$ cat src/rtl/rtc_cal_pkg.sv
package rtc_cal_pkg;

  localparam int SEC_W = 6;
  localparam int MIN_W = 6;
  localparam int HR_W  = 5;
  localparam int DAY_W = 5;
  localparam int MON_W = 4;

  // register offsets and field positions decoded by software
  localparam int OFF_CTRL = 'h0;
  localparam int OFF_DATE = 'h4;
  localparam int OFF_TIME = 'h8;

  localparam int SEC_LSB  = 0;
  localparam int MIN_LSB  = 8;
  localparam int HR_LSB   = 16;
  localparam int DAY_LSB  = 0;
  localparam int MON_LSB  = 8;
  localparam int YEAR_LSB = 16;

  localparam int DBUSY_BIT = 7;
  localparam int TBUSY_BIT = 8;

  localparam int CH_TIME = 0;
  localparam int CH_DATE = 1;
  localparam int NUM_CH  = 2;

  localparam logic [SEC_W-1:0] SEC_MAX = SEC_W'(59);
  localparam logic [MIN_W-1:0] MIN_MAX = MIN_W'(59);
  localparam logic [HR_W-1:0]  HR_MAX  = HR_W'(23);
  localparam logic [MON_W-1:0] MON_MAX = MON_W'(12);

  typedef struct packed {
    logic [HR_W-1:0]  hr;
    logic [MIN_W-1:0] min;
    logic [SEC_W-1:0] sec;
  } hms_t;

  function automatic logic [DAY_W-1:0] month_last_day(input logic [MON_W-1:0] mon,
                                                      input logic leap);
    logic [DAY_W-1:0] d;
    case (mon)
      MON_W'(2):                                   d = leap ? DAY_W'(29) : DAY_W'(28);
      MON_W'(4), MON_W'(6), MON_W'(9), MON_W'(11): d = DAY_W'(30);
      default:                                     d = DAY_W'(31);
    endcase
    return d;
  endfunction

endpackage

$ cat src/rtl/rtc_wrap_cnt.sv
// Loadable counter that wraps to LO once it reaches max_i on an increment.
module rtc_wrap_cnt #(
  parameter int W  = 6,
  parameter int LO = 0
) (
  input  logic         clk_i,
  input  logic         rst_ni,
  input  logic         load_i,
  input  logic [W-1:0] load_val_i,
  input  logic         inc_i,
  input  logic [W-1:0] max_i,
  output logic [W-1:0] val_o,
  output logic         wrap_o
);
  localparam logic [W-1:0] LoVal = W'(LO);

  logic [W-1:0] val_q;

  // >= so an out-of-range loaded value still recovers
  assign wrap_o = inc_i && (val_q >= max_i);
  assign val_o  = val_q;

  always_ff @(posedge clk_i or negedge rst_ni) begin
    if (!rst_ni)     val_q <= LoVal;
    else if (load_i) val_q <= load_val_i;
    else if (inc_i)  val_q <= wrap_o ? LoVal : val_q + 1'b1;
  end

endmodule

$ cat src/rtl/rtc_commit_ctl.sv
// Fixed-length commit window: busy for CYC cycles, done on the last one.
module rtc_commit_ctl #(
  parameter int CYC = 4
) (
  input  logic clk_i,
  input  logic rst_ni,
  input  logic start_i,
  output logic busy_o,
  output logic done_o
);
  localparam int CW = $clog2(CYC + 1);
  localparam logic [CW-1:0] CntInit = CW'(CYC);

  logic [CW-1:0] cnt_q;

  assign busy_o = (cnt_q != '0);
  assign done_o = (cnt_q == CW'(1)) && !start_i;

  always_ff @(posedge clk_i or negedge rst_ni) begin
    if (!rst_ni)           cnt_q <= '0;
    else if (start_i)      cnt_q <= CntInit;
    else if (cnt_q != '0)  cnt_q <= cnt_q - 1'b1;
  end

  a_r4_busy_after_start: assert property (@(posedge clk_i) disable iff (!rst_ni)
    start_i |=> busy_o);

  a_r4_done_ends_busy: assert property (@(posedge clk_i) disable iff (!rst_ni)
    done_o |=> !busy_o);

endmodule

$ cat src/rtl/rtc_cal_core.sv
module rtc_cal_core
  import rtc_cal_pkg::*;
#(
  parameter int COMMIT_CYC = 4,
  parameter int YEAR_W     = 8,
  parameter int ADDR_W     = 4,
  parameter int DATA_W     = 32
) (
  input  logic              clk_i,
  input  logic              rst_ni,
  input  logic              tick_i,
  input  logic              req_i,
  input  logic              we_i,
  input  logic [ADDR_W-1:0] addr_i,
  input  logic [DATA_W-1:0] wdata_i,
  output logic [DATA_W-1:0] rdata_o,
  output logic              rvalid_o
);
  localparam int LEAP_BIT = YEAR_LSB + YEAR_W;
  localparam logic [ADDR_W-1:0] ACtrl = ADDR_W'(OFF_CTRL);
  localparam logic [ADDR_W-1:0] ADate = ADDR_W'(OFF_DATE);
  localparam logic [ADDR_W-1:0] ATime = ADDR_W'(OFF_TIME);
  localparam logic [YEAR_W-1:0] YearMax = {YEAR_W{1'b1}};

  // ---------------- register port decode ----------------
  logic wr_time, wr_date;
  assign wr_time = req_i && we_i && (addr_i == ATime);
  assign wr_date = req_i && we_i && (addr_i == ADate);

  logic wdata_unused;
  assign wdata_unused = ^wdata_i;

  // ---------------- commit channels ----------------
  logic [NUM_CH-1:0] start, busy, done;
  assign start[CH_TIME] = wr_time;
  assign start[CH_DATE] = wr_date;

  for (genvar g = 0; g < NUM_CH; g++) begin : g_commit
    rtc_commit_ctl #(.CYC(COMMIT_CYC)) u_ctl (
      .clk_i   (clk_i),
      .rst_ni  (rst_ni),
      .start_i (start[g]),
      .busy_o  (busy[g]),
      .done_o  (done[g])
    );
  end

  logic any_busy;
  assign any_busy = |busy;

  // ---------------- staging registers ----------------
  hms_t              stg_t;
  logic [DAY_W-1:0]  stg_day;
  logic [MON_W-1:0]  stg_mon;
  logic [YEAR_W-1:0] stg_yr;
  logic              stg_leap;

  always_ff @(posedge clk_i or negedge rst_ni) begin
    if (!rst_ni) begin
      stg_t    <= '0;
      stg_day  <= DAY_W'(1);
      stg_mon  <= MON_W'(1);
      stg_yr   <= '0;
      stg_leap <= 1'b0;
    end else begin
      if (wr_time) begin
        stg_t.sec <= wdata_i[SEC_LSB +: SEC_W];
        stg_t.min <= wdata_i[MIN_LSB +: MIN_W];
        stg_t.hr  <= wdata_i[HR_LSB +: HR_W];
      end
      if (wr_date) begin
        stg_day  <= wdata_i[DAY_LSB +: DAY_W];
        stg_mon  <= wdata_i[MON_LSB +: MON_W];
        stg_yr   <= wdata_i[YEAR_LSB +: YEAR_W];
        stg_leap <= wdata_i[LEAP_BIT];
      end
    end
  end

  logic leap_q;
  always_ff @(posedge clk_i or negedge rst_ni) begin
    if (!rst_ni)             leap_q <= 1'b0;
    else if (done[CH_DATE])  leap_q <= stg_leap;
  end

  // ---------------- tick hold-off ----------------
  logic tick_pend_q, tick_go;
  assign tick_go = (tick_i || tick_pend_q) && !any_busy;

  always_ff @(posedge clk_i or negedge rst_ni) begin
    if (!rst_ni)      tick_pend_q <= 1'b0;
    else if (tick_go) tick_pend_q <= 1'b0;
    else if (tick_i)  tick_pend_q <= 1'b1;
  end

  // ---------------- counter chain ----------------
  logic [SEC_W-1:0]  sec_q;
  logic [MIN_W-1:0]  min_q;
  logic [HR_W-1:0]   hr_q;
  logic [DAY_W-1:0]  day_q;
  logic [MON_W-1:0]  mon_q;
  logic [YEAR_W-1:0] yr_q;
  logic sec_wrap, min_wrap, hr_wrap, day_wrap, mon_wrap, yr_wrap;
  logic [DAY_W-1:0] day_max;

  assign day_max = month_last_day(mon_q, leap_q);

  rtc_wrap_cnt #(.W(SEC_W), .LO(0)) u_sec (
    .clk_i(clk_i), .rst_ni(rst_ni), .load_i(done[CH_TIME]), .load_val_i(stg_t.sec),
    .inc_i(tick_go), .max_i(SEC_MAX), .val_o(sec_q), .wrap_o(sec_wrap));

  rtc_wrap_cnt #(.W(MIN_W), .LO(0)) u_min (
    .clk_i(clk_i), .rst_ni(rst_ni), .load_i(done[CH_TIME]), .load_val_i(stg_t.min),
    .inc_i(sec_wrap), .max_i(MIN_MAX), .val_o(min_q), .wrap_o(min_wrap));

  rtc_wrap_cnt #(.W(HR_W), .LO(0)) u_hr (
    .clk_i(clk_i), .rst_ni(rst_ni), .load_i(done[CH_TIME]), .load_val_i(stg_t.hr),
    .inc_i(min_wrap), .max_i(HR_MAX), .val_o(hr_q), .wrap_o(hr_wrap));

  rtc_wrap_cnt #(.W(DAY_W), .LO(1)) u_day (
    .clk_i(clk_i), .rst_ni(rst_ni), .load_i(done[CH_DATE]), .load_val_i(stg_day),
    .inc_i(hr_wrap), .max_i(day_max), .val_o(day_q), .wrap_o(day_wrap));

  rtc_wrap_cnt #(.W(MON_W), .LO(1)) u_mon (
    .clk_i(clk_i), .rst_ni(rst_ni), .load_i(done[CH_DATE]), .load_val_i(stg_mon),
    .inc_i(day_wrap), .max_i(MON_MAX), .val_o(mon_q), .wrap_o(mon_wrap));

  rtc_wrap_cnt #(.W(YEAR_W), .LO(0)) u_yr (
    .clk_i(clk_i), .rst_ni(rst_ni), .load_i(done[CH_DATE]), .load_val_i(stg_yr),
    .inc_i(mon_wrap), .max_i(YearMax), .val_o(yr_q), .wrap_o(yr_wrap));

  logic yr_wrap_unused;
  assign yr_wrap_unused = yr_wrap;

  // ---------------- read path ----------------
  logic [DATA_W-1:0] rd_word;

  always_comb begin
    rd_word = '0;
    case (addr_i)
      ACtrl: begin
        rd_word[TBUSY_BIT] = busy[CH_TIME];
        rd_word[DBUSY_BIT] = busy[CH_DATE];
      end
      ATime: begin
        rd_word[SEC_LSB +: SEC_W] = sec_q;
        rd_word[MIN_LSB +: MIN_W] = min_q;
        rd_word[HR_LSB +: HR_W]   = hr_q;
      end
      ADate: begin
        rd_word[DAY_LSB +: DAY_W]   = day_q;
        rd_word[MON_LSB +: MON_W]   = mon_q;
        rd_word[YEAR_LSB +: YEAR_W] = yr_q;
        rd_word[LEAP_BIT]           = leap_q;
      end
      default: rd_word = '0;
    endcase
  end

  always_ff @(posedge clk_i or negedge rst_ni) begin
    if (!rst_ni) begin
      rdata_o  <= '0;
      rvalid_o <= 1'b0;
    end else begin
      rvalid_o <= req_i && !we_i;
      if (req_i && !we_i) rdata_o <= rd_word;
    end
  end

  // ---------------- assertions ----------------
  a_r2_read_valid: assert property (@(posedge clk_i) disable iff (!rst_ni)
    (req_i && !we_i) |=> rvalid_o);

  a_r3_sec_carry: assert property (@(posedge clk_i) disable iff (!rst_ni)
    (tick_go && sec_q == SEC_MAX) |=> (sec_q == '0) && !$stable(min_q));

  a_r8_year_step: assert property (@(posedge clk_i) disable iff (!rst_ni)
    (day_wrap && mon_q == MON_MAX) |=>
      (mon_q == MON_W'(1)) && (yr_q == YEAR_W'($past(yr_q) + 1'b1)));

  a_r9_hold_while_busy: assert property (@(posedge clk_i) disable iff (!rst_ni)
    (any_busy && !done[CH_TIME]) |=> $stable(sec_q));

  a_r7_leap_kept: assert property (@(posedge clk_i) disable iff (!rst_ni)
    !done[CH_DATE] |=> $stable(leap_q));

endmodule

$ cat config.mk
export PLATFORM = sky130hd
export DESIGN_NAME = rtc_cal_core
export DESIGN_NICKNAME = d
export VERILOG_FILES = /design/src/rtl/rtc_cal_pkg.sv /design/src/rtl/rtc_wrap_cnt.sv /design/src/rtl/rtc_commit_ctl.sv /design/src/rtl/rtc_cal_core.sv
export SDC_FILE = /design/constraint.sdc
export NUM_CORES = 1
export LEC_CHECK = 0
export ABC_AREA = 1
export BUFFER_PORTS_ARGS = -buffer_cell sky130_fd_sc_hd__buf_4
export CORE_ASPECT_RATIO = 1.25
export CORE_MARGIN = 2
export CORE_UTILIZATION = 25
export DETAILED_ROUTE_END_ITERATION = 6
export SLEW_MARGIN = 5
export SYNTH_ARGS = -nofsm -noshare
export SYNTH_HDL_FRONTEND = slang
export SYNTH_SLANG_ARGS = --single-unit
$ cat constraint.sdc
create_clock -name clk_i -period 3.1 [get_ports clk_i]
set_clock_uncertainty 0.15 [all_clocks]
set_input_delay 0.465 -clock clk_i [delete_from_list [all_inputs] [get_ports clk_i]]
set_output_delay 0.465 -clock clk_i [all_outputs]
set_load 0.01 [all_outputs]
Word level (Yosys, flattened, before mapping)
Cells that the tools add are included.

Add/sub/neg operators: 8. Multipliers: 0. Div/mod/pow operators: 0. Order comparisons: 6. Eq/ne operators: 9. Shifts and indexed selects: 0. Mux-type cells: 34. Bitwise logic cells: 0. Reductions and logical operators: 32.

Operator list (number): 2-to-1 mux 6 bit (6); 2-to-1 mux 5 bit (6); 2-to-1 mux 8 bit (3); one-hot mux 5 bit (2 select lines) (2); nonzero test 2 bit (9); 2-to-1 mux 4 bit (4); logical AND 1 bit (13); adder 6 x 1 -> 6 bit, second input constant (2); equality test 4 x 3 -> 1 bit, second input constant (3); equality test 4 bit, second input constant (3); >= comparator 6 bit, second input constant (2); 2-to-1 mux 3 bit (4); adder 5 x 1 -> 5 bit, second input constant (2); adder 8 x 1 -> 8 bit, second input constant (1); >= comparator 8 bit, second input constant (1); equality test 3 x 1 -> 1 bit, second input constant (2); one-hot mux 3 bit (2 select lines) (1); nonzero test 3 bit (2); subtractor 3 x 1 -> 3 bit, second input constant (2); >= comparator 5 bit (1); >= comparator 5 bit, second input constant (1); 2-to-1 mux 1 bit (5); adder 4 x 1 -> 4 bit, second input constant (1); equality test 4 x 2 -> 1 bit, second input constant (1); 9 further kinds (12).

Register bits after elaboration: 100. Latch bits: 0. RAM bits: 0. Memory bits (read-only): 0. Bits of input ports: 41. Logic and storage cells: 108. Memories: 0.

Longest topological paths before layout
Gate-level depths: netlist of run 1.

Word-level depth: 13. Depth in mapped cells: 14. Depth with buffers taken out: 14.

Hierarchy
A second synthesis of run 1 with hierarchy kept.

Cells, all modules: 850. Area total of the unflattened synthesis: 6332.3 sq um.

By module, submodules not included: rtc_cal_core (instances 1, cells each 332, area each 2767.7 sq um, seq. area each 1503.9 sq um); rtc_wrap_cnt (u_yr) (instances 1, cells each 115, area each 800.8 sq um, seq. area each 200.2 sq um); rtc_wrap_cnt (u_sec) (instances 1, cells each 86, area each 568.0 sq um, seq. area each 150.1 sq um); rtc_wrap_cnt (u_min) (instances 1, cells each 84, area each 563.0 sq um, seq. area each 150.1 sq um); rtc_wrap_cnt (u_day) (instances 1, cells each 65, area each 445.4 sq um, seq. area each 126.4 sq um); rtc_wrap_cnt (u_hr) (instances 1, cells each 67, area each 445.4 sq um, seq. area each 125.1 sq um); rtc_commit_ctl (instances 2, cells each 25, area each 193.9 sq um, seq. area each 75.1 sq um); rtc_wrap_cnt (u_mon) (instances 1, cells each 51, area each 354.1 sq um, seq. area each 101.3 sq um).

Worst setup path before layout of run 1
Ideal clock, no wire load.

Path kind: reg-to-reg. Start: register u_mon.val_q[0], in the netlist u_mon.val_o[0]. End: register u_mon.val_q[3], in the netlist u_mon.val_o[3]. Library setup time: 124 ps. Arrival time: 2124 ps. Required time: 2826 ps. Slack: 702 ps. Cell stages (with the launch flop): 13. Path buffers: 0. Clock period less this slack: 2398 ps. Cells stage by stage: dfstp_2 ha_1 o21ai_0 a21oi_1 a21oi_1 ha_1 o21ai_0 a21oi_2 nand4_4 nand2_4 inv_2 nand2_1 nand3_1.

Cells in the longest elaborated chain, start to end: 9.

RTL lines: start: declaration (line rtc_wrap_cnt.sv:17) `logic [W-1:0] val_q;`; start signal: assignment (line rtc_wrap_cnt.sv:24) `if (!rst_ni) val_q <= LoVal;`; start signal: assignment (line rtc_wrap_cnt.sv:25) `else if (load_i) val_q <= load_val_i;`; start signal: assignment (line rtc_wrap_cnt.sv:26) `else if (inc_i) val_q <= wrap_o ? LoVal : val_q + 1'b1;`; equality test 4 x 3 -> 1 bit or equality test 4 bit (tied branches) (line rtc_cal_pkg.sv:42) `case (mon)`; OR reduction 4 bit (line rtc_cal_pkg.sv:42); one-hot mux 2 bit (2 select lines) (line rtc_cal_pkg.sv:42); >= comparator 5 bit (line rtc_wrap_cnt.sv:20) `assign wrap_o = inc_i && (val_q >= max_i);`; logical AND 1 bit (2 in series) (line rtc_wrap_cnt.sv:20); 2-to-1 mux 4 bit (2 in series) (line rtc_wrap_cnt.sv:26); 2-to-1 mux 4 bit (line rtc_wrap_cnt.sv:25).

Several ways; a longest one is shown, not always the timed one. The select of a mux whose other input is x is not followed. A chain may end at the register's enable or synchronous reset.

Worst setup path in the final report of run 1
Same ends and word-level chain as after synthesis.

==> out/metrics.csv, run 1 <==
stage,metric,value,unit
layout,"Core Util, Final",0.301,
setup_path,CP max FO,8,
pwr,Max VDD drop,267,uV
pwr,leakage,0.00309,uW
placed_design,Post-DP HPWL,9870,um
cts,CTS HTree Levels,3,
sta,"Slew Viols, Final",0,
synth,post-synth top area share,0.455,
drt,routed len/inst,12.8,um
layout,most frequent cells in the layout,"185 x nand2_1, 96 x dfrtp_1, 81 x inv_1, 58 x buf_4, 51 x o21ai_0",
drt,Via Count,4221,
outcome,outcome,finished clean,
layout,Fill cells,2185,
run,max-cap violation count,0,
synth,Yosys top cell by area,dfrtp_1,
synth,mapped cell area,5280,um2
synth,syn avg cell area,8.07,um2
placed_design,GPL Wtd Cong,0.871,
global_route,largest net degree at the start of global routing,47,
sta,RSZ-0062 raised after global routing,false,
cts,"CTS clk-pin slew, worst paths",70,ps
die,Die H,166,um
drt,drt pass-1 iters,4,
die,Die W,134,um
sta,final period utilization,0.882,
setup_path,critical path arrival,2820,ps
die,I/O pin count,74,
sta,Period minus WS final,2730,ps
setup_path,critical-path cell list,inv_1 -> ha_1 -> o21ai_0 -> a21oi_1 -> a21oi_1 -> ha_1 -> o21ai_0 -> a21oi_2 -> nand4_4 -> nand2_4 -> inv_2 -> nand2_1 -> nand3_1,
pwr,Total Power,4530,uW
placed_design,Post-DP Area,5960,um2
setup_path,Setup crit start kind,flop,
die,DIE AREA,22300,um2
cts,post-CTS sizing,0,
die,Initial Utilization,0.254,
global_route,vias in the first global route,4105,
global_route,total gr overflow,0,
layout,synth-to-layout area growth,18.4,%
layout,fin nets,764,
sta,Slew @ Worst Pin,596,ps
cts,latest clock arrival within the worst-skew pair,350,ps
layout,layout cells sized above 1,0.165,
cts,CTS sink cnt,100,
die,Core Area,20700,um2
cts,CTS tree,yes,
drt,Residual DRC,0,
setup_path,CP Capture Type,flop,
synth,dominant cells by area after synthesis,"dfrtp_1 46%, nand2_1 13%, inv_1 5.8%, o21ai_0 4.8%, nand3_1 4.6%",
drt,Via density,4.29,
sta,Final setup viols,0,
drt,DR iter-0 viols,283,
setup_path,slowest CP cell,dfstp_2,
synth,Syn. warnings,0,
cts,Clock Tree Buf Depth,2,
cts,root buffer selected by CTS,clkbuf_16,
layout,post-route cell area,6240,um2
drt,Final ANT Viol Nets,0,
die,Rows,59,
placed_design,Port Buffers,52,
setup_path,critical path class,reg2reg,
setup_path,Worst Path Required,3190,ps
global_route,initial antenna violation count,0,
placed_design,placed cell count,968,
cts,CTS buffer count,9,
layout,diode count,0,
sta,Fmax,366,MHz
synth,unique cell type count in the Yosys netlist,37,
sta,Fin. Hold Viols,0,
setup_path,crit-path max cell delay,590,ps
layout,"most common cell after layout, fill and taps aside",nand2_1,
synth,"Seq/Total Area, Yosys",0.475,
synth,cells after synthesis,654,
layout,Layout Cells excl Fill,985,
pwr,PwrDens,726,nW/um2
global_route,first-pass GRT wire length,21200,um
sta,Rel. slew slack,0.603,
sta,Setup Total Neg Slack,0,ps
drt,Post-Route WL,12700,um
global_route,all-layer global routing usage,0.120,
synth,synthesis-stage register bit count,100,
worst_hold_path,Min-Delay Path Class,in2reg,
per-stage QoR:
stage,hold slack [ps],worst slack [ps]
2_1_floorplan,19.4,702
3_3_place_gp,317,409
3_5_place_dp,322,384
4_1_cts,155,359
5_1_grt,155,132
6_report,159,367
power by group:
part | internal, uW | switching, uW | total (uW)
clock | 547 | 512 | 1060
sequential | 1660 | 321 | 1980
combinational | 557 | 933 | 1490
metal layers:
layer	vias to the layer above	part of all wire	GRT usage
li1	2176	-	-
met4	0	0.027	0.0574
met2	71	0.47	0.192
met5	-	0	0
met3	16	0.035	0.0238
met1	1958	0.47	0.154
final cells by class:
| class | instances | area (um2) | share of cell area |
|---|---|---|---|
| Clock inverter | 7 | 52.6 | 0.00842 |
| Tap cell | 274 | 343 | 0.0549 |
| Sequential cell | 100 | 2510 | 0.402 |
| Timing Repair Buffer | 60 | 465 | 0.0745 |
| Multi-Input combinational cell | 444 | 2310 | 0.370 |
| Inverter | 91 | 342 | 0.0547 |
| Clock buffer | 9 | 225 | 0.0361 |
flip-flops by register name, summed over array words and instances (netlist names):
register,flops
u_min.val_o,6
leap_q,1
stg_leap,1
rdata_o,22
u_sec.val_o,6
stg_t,17
stg_mon,4
u_hr.val_o,5
tick_pend_q,1
u_mon.val_o,4
rvalid_o,1
g_commit.u_ctl.cnt_q,6
stg_yr,8
u_day.val_o,5
stg_day,5
u_yr.val_o,8
kinds of logic (layout without fill, tap and decap cells):
family,after synthesis,after routing,synth area share
AOI/OAI and AO/OA,92,92,0.101
xor gates and xnor gates,13,13,0.0216
adders and majority gates,17,17,0.0403
buffers and inverters,119,167,0.0937
DFF,100,100,0.475
other,1,10,0.000711
and+or+nand+nor,312,312,0.267
critical path: cells and delay by family, from the launching register on:
| kind | cells | cell delay [ps] |
|---|---|---|
| fa+ha+maj | 2 | 350 |
| flops | 1 | 590 |
| buf+inv | 2 | 190 |
| compound gates | 5 | 810 |
| simple gates | 4 | 520 |
synthesized netlist by cell type (all sizes together):
master	n
buf	15
o211ai	8
nand2	195
nand3	52
a31oi	13
a21oi	5
nand4	6
ha	17
dfrtp	96
o21bai	1
o31ai	7
inv	90
o21ai	55
xor2	13
o22ai	1
nor3b	1
clkinv	1
dfstp	4
conb	1
clkbuf	13
or2	1
nor3	7
o221ai	2
nor2	50
path summary, 6_finish.rpt:
path	depth (start not counted)	slack (ps)	start	to
min in group asynchronous	2	510	rst_ni	leap_q
hold / removal	3	160	wdata_i[21]	stg_yr[5]
hold reg to reg	2	330	rdata_o[7]	rdata_o[7]
setup / recovery	13	370	u_mon.val_o[0]	u_mon.val_o[3]
setup reg to reg	13	370	u_mon.val_o[0]	u_mon.val_o[3]
max in group asynchronous	3	1530	rst_ni	stg_day[0]
repair_timing:
item                                    4_1_cts  5_1_grt
endpoints found under the setup margin        0        0
setup buffers                                 0        0
hold buffers                                  1        0
hold endpoints to repair                     38        0
No activity file was read; power rests on OpenSTA's default activity.
==> inputs of run 2 (changes only) <==
--- a/config.mk
+++ b/config.mk
@@ -11,6 +11,7 @@
 export CORE_MARGIN = 2
 export CORE_UTILIZATION = 25
 export DETAILED_ROUTE_END_ITERATION = 6
+export GPL_TIMING_DRIVEN = 0
 export SLEW_MARGIN = 5
 export SYNTH_ARGS = -nofsm -noshare
 export SYNTH_HDL_FRONTEND = slang
==> run 2 against run 1 <==
Net effect: first-iteration DRC count down 2.5%; total power is 3.0% higher; non-clock buffer count increased by 22; die area unchanged; sequential share of layout area is 0.92 points lower; via count grew 3.3%; count of clock-buffer cells in the layout increased by 6; wire length grew 7.0%; largest power group unchanged.
==> out/metrics.csv, run 2 (synthesis results as in run 1) <==
stage,metric,value,unit
outcome,outcome,finished clean,
die,Die H,166,um
sta,"Slew Viols, Final",0,
setup_path,crit-path max cell delay,590,ps
placed_design,Post-DP Area,6040,um2
layout,max reg flops,22,
placed_design,GPL Wtd Cong,0.816,
drt,wl on met1,5940,um
sta,Slew @ Worst Pin,556,ps
placed_design,Port Buffers,52,
pwr,leakage,0.00318,uW
cts,CTS sink cnt,100,
sta,Final setup viols,0,
die,Core Area,20700,um2
global_route,largest net degree at the start of global routing,101,
drt,Residual DRC,0,
sta,Fin. Hold Viols,0,
setup_path,CP Capture Type,flop,
sta,Fmax,362,MHz
sta,Setup Total Neg Slack,0,ps
cts,latest clock arrival within the worst-skew pair,340,ps
setup_path,critical-path cell list,inv_1 -> ha_1 -> o21ai_0 -> a21oi_1 -> a21oi_1 -> ha_1 -> o21ai_0 -> a21oi_2 -> nand4_4 -> nand2_4 -> inv_2 -> nand2_1 -> nand3_1,
layout,fin nets,786,
layout,post-route cell area,6390,um2
layout,diode count,0,
drt,Post-Route WL,13500,um
pwr,PwrDens,731,nW/um2
placed_design,Post-DP HPWL,10500,um
drt,routed len/inst,13.5,um
sta,RSZ-0062 raised after global routing,false,
sta,Rel. slew slack,0.630,
drt,Via Count,4360,
setup_path,critical path arrival,2840,ps
setup_path,cells on worst reg2reg path,13,
sta,setup ws final,337,ps
die,Rows,59,
worst_hold_path,WHS Path Cells,3,
cts,post-CTS sizing,0,
layout,"Core Util, Final",0.308,
setup_path,Worst Path Required,3180,ps
die,I/O pin count,74,
cts,CTS buffer count,9,
cts,root buffer selected by CTS,clkbuf_16,
setup_path,Setup crit start kind,flop,
global_route,total gr overflow,0,
die,DIE AREA,22300,um2
setup_path,"delay-heaviest family, CP",compound AO/OA/AOI/OAI gates,
global_route,initial antenna violation count,0,
layout,Fill cells,2206,
layout,layout cells sized above 1,0.168,
setup_path,critical path class,reg2reg,
pwr,Total Power,4670,uW
die,Initial Utilization,0.254,
cts,CTS tree,yes,
sta,final period utilization,0.891,
setup_path,CP max FO,8,
drt,DR iter-0 viols,276,
setup_path,slowest CP cell,dfstp_2,
drt,Via density,4.33,
placed_design,dpl ws,337,ps
drt,Max Used Layer,met4,
global_route,first-pass GRT wire length,22200,um
die,Die W,134,um
cts,CTS HTree Levels,3,
drt,drt pass-1 iters,4,
cts,Clock Tree Buf Depth,2,
global_route,vias in the first global route,4384,
drt,DR WL met2,6670,um
layout,"most common cell after layout, fill and taps aside",nand2_1,
drt,WL met3,457,um
layout,largest registers,"rdata_o x22, stg_t x17",
setup_path,Buf/Inv on CP,2,
global_route,all-layer global routing usage,0.126,
layout,Reg with most FFs,rdata_o,
pwr,Max VDD drop,300,uV
sta,Period minus WS final,2760,ps
worst_hold_path,Min-Delay Path Class,in2reg,
setup_path,WP depth,13,
cts,"Setup Fix Bufs, Post-CTS",0,
layout,synth-to-layout area growth,21.2,%
run,max-cap violation count,0,
cts,"CTS clk-pin slew, worst paths",70,ps
drt,Final ANT Viol Nets,0,
layout,most frequent cells in the layout,"185 x nand2_1, 96 x dfrtp_1, 81 x inv_1, 63 x buf_4, 51 x o21ai_0",
[run 2: cell count changes in the layout (fill, tap and decap cells not counted), moves of 2 or more]
cell,before,now
buf_2,0,2
buf_4,58,63
clkbuf_1,0,13
clkbuf_8,0,6
clkinvlp_4,4,0
[run 2: worst paths after layout]
| path | start | endpoint | slack, ps |
|---|---|---|---|
| max in group asynchronous | rst_ni | stg_mon[0] | 1660 |
| min in group asynchronous | rst_ni | rdata_o[19] | 480 |
| max reg2reg | u_mon.val_o[0] | u_mon.val_o[3] | 340 |
| max | u_mon.val_o[0] | u_mon.val_o[3] | 340 |
| min reg2reg | stg_yr[5] | stg_yr[5] | 330 |
| min | wdata_i[23] | stg_yr[7] | 170 |
[run 2: metrics by stage]
stage          hold WS, ps  std cells
6_report               168       1006
5_1_grt                170       1006
4_1_cts                160       1004
3_5_place_dp           317        989
3_3_place_gp           315        989
2_1_floorplan         19.4        663
[run 2: worst min-delay path: stages]
cell and delay [ps]:
buf_4 80, nand2_1 40, nand2_1 40
[run 2: layer usage]
layer | global-route usage | vias to the layer above
li1 | - | 2214
met1 | 0.156 | 2031
met2 | 0.215 | 94
met3 | 0.0180 | 21
met4 | 0.0592 | 0
met5 | 0 | -
[run 2: power breakdown]
group / switching [uW] / leakage (uW) / internal, uW / total [uW]
Sequential: 303 / 0.00126 / 1660 / 1970
Clock: 469 / 0.000154 / 673 / 1140
Combinational: 975 / 0.00177 / 587 / 1560
[run 2: area by class of cell]
cell class,count,area [um2],share of cell area
Inverter,91,342,0.0534
Tap cell,274,343,0.0536
Clock buffer,15,308,0.0482
Timing Repair Buffer,54,432,0.0675
Buffer,28,153,0.0239
Multi-Input combinational cell,444,2310,0.361
Sequential cell,100,2510,0.392
[run 2: what timing repair did]
action / CTS / global route
endpoints found under the setup margin: 0 / 0
hold buffers: 0 / 1
hold endpoints to repair: 0 / 45
